`src/rtl/lock_sup_pkg.sv`:
```
package lock_sup_pkg;
  typedef enum logic [1:0] {
    ST_RESET      = 2'd0,
    ST_REF_ACQ    = 2'd1,
    ST_DATA_TRACK = 2'd2
  } sup_state_e;
endpackage

```
`src/rtl/lsup_rst_sync.sv`:
```
module lsup_rst_sync (
  input  logic clk,
  input  logic rst_n,
  output logic rst_n_sync
);
  logic [1:0] sync_q;

  always_ff @(posedge clk or negedge rst_n) begin
    if (!rst_n) sync_q <= 2'b00;
    else        sync_q <= {sync_q[0], 1'b1};
  end

  assign rst_n_sync = sync_q[1];
endmodule

```
`src/rtl/lsup_acq_timer.sv`:
```
module lsup_acq_timer #(
  parameter int ACQ_TICKS = 10
) (
  input  logic clk,
  input  logic rst_n,
  input  logic run_en,
  input  logic restart,
  input  logic tick,
  output logic done
);
  localparam int CW = (ACQ_TICKS > 1) ? $clog2(ACQ_TICKS) : 1;
  localparam logic [CW-1:0] LAST = CW'(ACQ_TICKS - 1);

  logic [CW-1:0] cnt_q, cnt_d;
  logic          cnt_en;
  logic          counting;

  assign counting = run_en && !restart;
  assign done     = counting && tick && (cnt_q == LAST);
  assign cnt_en   = !counting || tick;

  always_comb begin
    cnt_d = cnt_q;
    if (!counting)  cnt_d = '0;
    else if (done)  cnt_d = '0;
    else if (tick)  cnt_d = cnt_q + 1'b1;
  end

  always_ff @(posedge clk or negedge rst_n) begin
    if (!rst_n)      cnt_q <= '0;
    else if (cnt_en) cnt_q <= cnt_d;
  end
endmodule

```
`src/rtl/lsup_run_mon.sv`:
```
module lsup_run_mon #(
  parameter int RUN_LIMIT = 64
) (
  input  logic clk,
  input  logic rst_n,
  input  logic active,
  input  logic bit_in,
  output logic fault
);
  localparam int RW = $clog2(RUN_LIMIT + 2);
  localparam logic [RW-1:0] LIM = RW'(RUN_LIMIT);

  logic [RW-1:0] run_q, run_d;
  logic          prev_q, prev_d;
  logic          same;

  assign same  = (run_q != '0) && (bit_in == prev_q);
  assign fault = active && same && (run_q == LIM);

  always_comb begin
    run_d  = '0;
    prev_d = 1'b0;
    if (active) begin
      prev_d = bit_in;
      if (!same)            run_d = RW'(1);
      else if (run_q < LIM) run_d = run_q + 1'b1;
      else                  run_d = run_q;
    end
  end

  always_ff @(posedge clk or negedge rst_n) begin
    if (!rst_n) begin
      run_q  <= '0;
      prev_q <= 1'b0;
    end else begin
      run_q  <= run_d;
      prev_q <= prev_d;
    end
  end
endmodule

```
`src/rtl/lsup_density_mon.sv`:
```
module lsup_density_mon #(
  parameter int WIN_BITS  = 100,
  parameter int MIN_TRANS = 12
) (
  input  logic clk,
  input  logic rst_n,
  input  logic active,
  input  logic bit_in,
  output logic fault
);
  localparam int IW = (WIN_BITS > 1) ? $clog2(WIN_BITS) : 1;
  localparam int TW = $clog2(WIN_BITS + 1);
  localparam logic [IW-1:0] IDX_LAST = IW'(WIN_BITS - 1);
  localparam logic [TW-1:0] TMIN     = TW'(MIN_TRANS);

  logic [IW-1:0] idx_q, idx_d;
  logic [TW-1:0] tcnt_q, tcnt_d;
  logic          prev_q, prev_d;
  logic          seen_q, seen_d;
  logic          is_tr;
  logic          win_end;
  logic [TW-1:0] tsum;

  assign is_tr   = active && seen_q && (bit_in != prev_q);
  assign tsum    = tcnt_q + TW'(is_tr);
  assign win_end = (idx_q == IDX_LAST);
  assign fault   = active && win_end && (tsum < TMIN);

  always_comb begin
    idx_d  = '0;
    tcnt_d = '0;
    prev_d = 1'b0;
    seen_d = 1'b0;
    if (active) begin
      prev_d = bit_in;
      seen_d = 1'b1;
      if (!win_end) begin
        idx_d  = idx_q + 1'b1;
        tcnt_d = tsum;
      end
    end
  end

  always_ff @(posedge clk or negedge rst_n) begin
    if (!rst_n) begin
      idx_q  <= '0;
      tcnt_q <= '0;
      prev_q <= 1'b0;
      seen_q <= 1'b0;
    end else begin
      idx_q  <= idx_d;
      tcnt_q <= tcnt_d;
      prev_q <= prev_d;
      seen_q <= seen_d;
    end
  end
endmodule

```
`src/rtl/lsup_fsm.sv`:
```
module lsup_fsm
  import lock_sup_pkg::*;
(
  input  logic       clk,
  input  logic       rst_n,
  input  logic       acq_done,
  input  logic       req,
  input  logic       run_fault,
  input  logic       dens_fault,
  output sup_state_e state
);
  sup_state_e state_q, state_d;

  always_comb begin
    state_d = state_q;
    unique case (state_q)
      ST_RESET:      state_d = ST_REF_ACQ;
      ST_REF_ACQ:    if (acq_done) state_d = ST_DATA_TRACK;
      ST_DATA_TRACK: if (req || run_fault || dens_fault) state_d = ST_REF_ACQ;
      default:       state_d = ST_RESET;
    endcase
  end

  always_ff @(posedge clk or negedge rst_n) begin
    if (!rst_n) state_q <= ST_RESET;
    else        state_q <= state_d;
  end

  assign state = state_q;
endmodule

```
`src/rtl/lock_supervisor.sv`:
```
module lock_supervisor
  import lock_sup_pkg::*;
#(
  parameter int ACQ_TICKS = 10,
  parameter int RUN_LIMIT = 64,
  parameter int WIN_BITS  = 100,
  parameter int MIN_TRANS = 12
) (
  input  logic clk,
  input  logic rst_n,
  input  logic bit_in,
  input  logic ref_req,
  input  logic ms_tick,
  output logic locked,
  output logic sel_data
);
  logic       rst_n_int;
  sup_state_e state;
  logic       acq_done;
  logic       run_fault;
  logic       dens_fault;
  logic       in_acq;
  logic       in_track;

  assign in_acq   = (state == ST_REF_ACQ);
  assign in_track = (state == ST_DATA_TRACK);

  lsup_rst_sync u_rst (
    .clk        (clk),
    .rst_n      (rst_n),
    .rst_n_sync (rst_n_int)
  );

  lsup_acq_timer #(.ACQ_TICKS(ACQ_TICKS)) u_timer (
    .clk     (clk),
    .rst_n   (rst_n_int),
    .run_en  (in_acq),
    .restart (ref_req),
    .tick    (ms_tick),
    .done    (acq_done)
  );

  lsup_run_mon #(.RUN_LIMIT(RUN_LIMIT)) u_run (
    .clk    (clk),
    .rst_n  (rst_n_int),
    .active (in_track),
    .bit_in (bit_in),
    .fault  (run_fault)
  );

  lsup_density_mon #(.WIN_BITS(WIN_BITS), .MIN_TRANS(MIN_TRANS)) u_dens (
    .clk    (clk),
    .rst_n  (rst_n_int),
    .active (in_track),
    .bit_in (bit_in),
    .fault  (dens_fault)
  );

  lsup_fsm u_fsm (
    .clk        (clk),
    .rst_n      (rst_n_int),
    .acq_done   (acq_done),
    .req        (ref_req),
    .run_fault  (run_fault),
    .dens_fault (dens_fault),
    .state      (state)
  );

  assign locked   = in_track;
  assign sel_data = in_track;
endmodule

```
`config.mk`:
```
export PLATFORM = sky130hd
export DESIGN_NAME = lock_supervisor
export DESIGN_NICKNAME = d
export VERILOG_FILES = /design/src/rtl/lock_sup_pkg.sv /design/src/rtl/lsup_rst_sync.sv /design/src/rtl/lsup_acq_timer.sv /design/src/rtl/lsup_run_mon.sv /design/src/rtl/lsup_density_mon.sv /design/src/rtl/lsup_fsm.sv /design/src/rtl/lock_supervisor.sv
export SDC_FILE = /design/constraint.sdc
export NUM_CORES = 1
export LEC_CHECK = 0
export ABC_CLOCK_PERIOD_IN_PS = 900
export BUFFER_PORTS_ARGS = -buffer_cell sky130_fd_sc_hd__buf_4
export CORE_AREA = 2 2 65 67
export DETAILED_ROUTE_END_ITERATION = 10
export DIE_AREA = 0 0 67 69
export GPL_TIMING_DRIVEN = 0
export PLACE_DENSITY_LB_ADDON = 0.08
export SYNTH_ARGS = -nofsm -noshare
export SYNTH_HDL_FRONTEND = slang
export SYNTH_SLANG_ARGS = --single-unit
export TNS_END_PERCENT = 100
```
`constraint.sdc`:
```
create_clock -name clk -period 0.9 [get_ports clk]
set_input_delay 0.135 -clock clk [delete_from_list [all_inputs] [get_ports clk]]
set_output_delay 0.135 -clock clk [all_outputs]
set_load 0.01 [all_outputs]
```
==> results.md <==
Outcome:
- The flow ran to the end, but the final reports show violations.
- The checks that failed: negative setup slack.

Global routing:
- The residual overflow from global routing is 0.
- The first global-routing pass estimated about 6000 um of wire.
- The initial antenna violation count is 0.
- The number of global-route vias before repair was between 1000 and 1500.
- The largest net degree at the start of global routing is 30.
- The total global-route track usage is 0.1702.

Run:
- The number of maximum-capacitance constraint violations is 0.

Setup path:
- Tracing the worst setup path back leads to its startpoint at u_dens.prev_q$_DFF_PN0_.
- In this run the worst setup path terminates at u_fsm.state[0]$_DFFE_PN0P_.
- By instance count, the cell type seen most on the critical path is sky130_fd_sc_hd__ha_4.
- The critical path goes through xnor2_2 -> nor2_4 -> ha_4 -> ha_4 -> and3b_1 -> or4_4 -> and4bb_2 -> a22o_2.
- The worst endpoint data arrival time is 2.33 ns.
- The standard cell with the maximum stage delay on the critical path is sky130_fd_sc_hd__or4_4.
- The startpoint identified for the worst register-to-register timing path is u_dens.prev_q$_DFF_PN0_.
- The depth of the worst register-to-register path is 8.
- The startpoint-to-endpoint class of the critical path is reg2reg.
- The reg-to-reg endpoint is u_fsm.state[0]$_DFFE_PN0P_.
- STA classifies the critical path startpoint as a flop.
- The worst setup path is captured at a flop.
- Data on the critical path is required at its endpoint by around 1.1 ns.
- The delay of the slowest cell on the worst path is around 0.43 ns.
- Along the worst path, the maximum fanout reaches 3.
- For flop-to-flop paths, the worst setup slack is -1.21 ns.

Power:
- The internal portion of the total power is around 2000 uW.
- The total net switching power is 562.8 uW.
- The share of power burned in combinational logic is 0.047.
- The clock group share of total power is 0.393.
- The analysis attributes to cell leakage a power of approximately 0.0010 uW.
- The power per unit of standard cell area is between 1000 and 1500 nW/um^2.
- Of the total power, the share spent switching nets is 0.2192.
- The maximum VDD drop is roughly 0.75 mV.
- The part of the total power dissipated in sequential elements is 0.560.

STA:
- The final count of pins violating max slew is 0.
- Dividing the final minimum period by the clock period gives 2.347.
- Across the routed clock network, the largest skew measured is about 0.0094 ns.
- In the post-route analysis, the smallest setup slack over all paths is -1.213 ns.
- The number of hold violations in the final report is 0.
- The upper clock frequency limit is around 0.47 GHz.
- Setup repair after global routing could not meet its margin everywhere.
- The max-slew headroom at the worst pin is 0.5743.
- At the pin with the least slew margin, the transition time is 0.6385 ns.
- The worst path in the final design needs a cycle of ~2.1 ns, including I/O delays and setup.
- The total setup violations reported at the end of the flow is 30.

Clock tree:
- The CTS tree is yes.
- The clock tree root driver cell is sky130_fd_sc_hd__clkbuf_8.
- The later pin in the worst-skew pair is clocked with a latency of about 0.28 ns.
- The clock net in this run drives a total of 31 sinks.
- The maximum level of the CTS H-tree is 2.
- The number of clock buffers added by TritonCTS is 5.
- The deepest clock path buffer count is 2.
- The clock slew at the register clock pins of the worst setup and hold paths is roughly 0.07 ns.

Yosys:
- In this run, synthesis produced a sequential element count of 31.
- The synthesized netlist net count is 166.
- The number of enable flip-flop cells after synthesis is 0.
- The synthesized netlist contains 38 unique library cells.
- The cell count after synthesis came out at approximately 150.
- For this run, the register share of the synthesized area comes to 0.4936.
- The commonest register cell after synthesis is sky130_fd_sc_hd__dfrtp_1.
- The synthesized area is around 1600 sq um.
- The count of yosys warnings during synthesis is 0.
- The post-synthesis async set-or-reset flop share is 1.000.
- The average footprint of a synthesized cell is a little over 10 sq um.

Routing:
- The first routing iteration left between 40 and 50 violations.
- The detailed router placed ~1300 vias in this run.
- The post-route DRC violation count is 0.
- The first detailed-routing pass took 4 iterations.
- After detailed routing, the number of vias per cell comes to 5.170.
- The total routed wirelength is 3515 um.
- The routed length per instance is between 10 and 15 um.
- In this run the remaining antenna-violating nets after routing total 0.

Die:
- The total area inside the core boundary comes to roughly 3900 sq um.
- For this design the top-level I/O count stands at 7.
- After floorplanning, the core was divided into 23 placement rows.
- The floorplan step set the die width to 67 um.
- For this configuration, the core starts out at a cell density of 0.4015.
- The floorplan step defined a die boundary enclosing around 4600 sq um.
- The height of the die is roughly 69 um.

Finish:
- The library cell used most frequently in the layout, excluding fill and tap cells, is sky130_fd_sc_hd__dfrtp_1.
- The count of nets after finishing is roughly 210.
- In the final layout, the share of cells above drive strength 1 is 0.4924.
- The finished cells cover roughly 2400 sq um.
- Leaving out fill and tap cells, the most frequent cells in the layout are sky130_fd_sc_hd__dfrtp_1, sky130_fd_sc_hd__buf_4, sky130_fd_sc_hd__nor2_1.
- The number of diodes is 0.
- The post-synthesis to final-layout area growth is 49.68%.

Min path:
- The worst hold path was traced through 2 stages.
- The tightest min-delay check is of the in2reg type.

Placement:
- The worst slack at placement is -1.392 ns.
- The count of buffers added on input and output ports is 5.
- After detailed placement, the total cell area comes to between 1500 and 2000 sq um.
- The final estimated routing congestion in global placement is approximately 0.73.
- The detailed-placement wirelength estimate is just over 2000 um.
-- power by group through the flow --
| stage | Clock [uW] | Combinational, uW | Sequential, uW |
|---|---|---|---|
| floorplan | 0 | 42.7 | 1460 |
| global placement | 0 | 62.5 | 1470 |
| detailed placement | 0 | 65.1 | 1470 |
| CTS | 1060 | 99.3 | 1440 |
| global route | 1110 | 134 | 1440 |
| finish | 1010 | 120 | 1440 |
-- Yosys cell counts (all sizes together), types with 2 or more instances --
library cell	instances	area share
a21oi	8	0.025
o21a	2	0.0096
nand2	8	0.019
nor2	26	0.062
and4b	2	0.013
ha	7	0.056
xnor2	5	0.028
nand4b	3	0.017
nor2b	2	0.0080
dfrtp	31	0.49
xor2	6	0.033
o21ai	4	0.013
nand2b	4	0.016
inv	7	0.017
clkbuf	3	0.0072
nor4	2	0.0080
nor3	3	0.0096
nand3	6	0.019
and3b	2	0.011
mux2i	4	0.025
o21ba	2	0.013
-- stage by stage --
stage               power [uW]  std cells  setup TNS (ns)  utilization  hold slack (ns)
global placement          1532        209          -18.37       0.4425         -0.08259
global route              2689        247          -20.76       0.6010           0.1036
floorplan                 1502        154          -14.32            -          -0.1606
finish                    2567        247          -18.59       0.6010           0.1067
detailed placement        1536        209          -19.39       0.4425         -0.08078
CTS                       2598        239          -18.25       0.5448          0.09489
-- flip-flops by register name, summed over array words and instances (netlist names) --
register and cells:
u_dens.idx_q 7, u_dens.prev_q 1, u_dens.seen_q 1, u_dens.tcnt_q 7, u_fsm.state 2, u_rst.sync_q 2
u_run.run_q 7, u_timer.cnt_q 4
-- what timing repair did --
action | CTS | global route
cloned | 1 | 0
resized for setup | 30 | 42
pin swaps | 14 | 20
hold endpoints to repair | 2 | 0
hold buffers | 1 | 0
buffers inserted | 21 | 12
setup endpoints to repair | 29 | 30
-- layer usage --
metal,vias to the layer above,routed length [um],global-route usage
li1,616,-,-
met1,647,1550,0.2046
met2,8,1833,0.2838
met3,6,75,0.04894
met4,0,55,0.06122
met5,-,0,0
-- logic make-up after synthesis --
group / after synthesis / share of synthesized area
buffers and inverters: 11 / 0.02867
xor gates and xnor gates: 11 / 0.06130
AOI/OAI and AO/OA: 22 / 0.1051
other: 1 / 0.002386
DFF: 31 / 0.4936
and+or+nand+nor: 67 / 0.2277
muxes: 4 / 0.02548
adders and majority gates: 7 / 0.05573
-- critical path, delay by kind of cell, from the launching register on --
family | cells | cell delay [ns]
adder cells (fa/ha/maj) | 2 | 0.34
AO/OA/AOI/OAI | 1 | 0.13
AND/OR/NAND/NOR | 4 | 0.97
flip-flops | 1 | 0.39
XOR/XNOR | 1 | 0.21
-- worst min-delay path by stage --
stage	from	endpoint	slack, ns
6_report	bit_in	u_dens.prev_q$_DFF_PN0_	0.11
5_1_grt	bit_in	u_dens.prev_q$_DFF_PN0_	0.10
4_1_cts	bit_in	u_dens.prev_q$_DFF_PN0_	0.09
3_5_place_dp	rst_n	u_rst.sync_q[0]$_DFF_PN0_	-0.08
3_3_place_gp	rst_n	u_rst.sync_q[0]$_DFF_PN0_	-0.08
2_1_floorplan	rst_n	u_rst.sync_q[0]$_DFF_PN0_	-0.16
-- final cells by class --
| cell class | count | area, sq um |
|---|---|---|
| clock buffer | 7 | 76.32 |
| sequential | 31 | 777.0 |
| timing repair buffer | 36 | 334.1 |
| inverter | 7 | 31.28 |
| fill | 334 | 1562 |
| buffer | 4 | 32.53 |
| multi-input combinational | 112 | 1039 |
| tap | 50 | 62.56 |
Power figures use the tool's default switching activity.
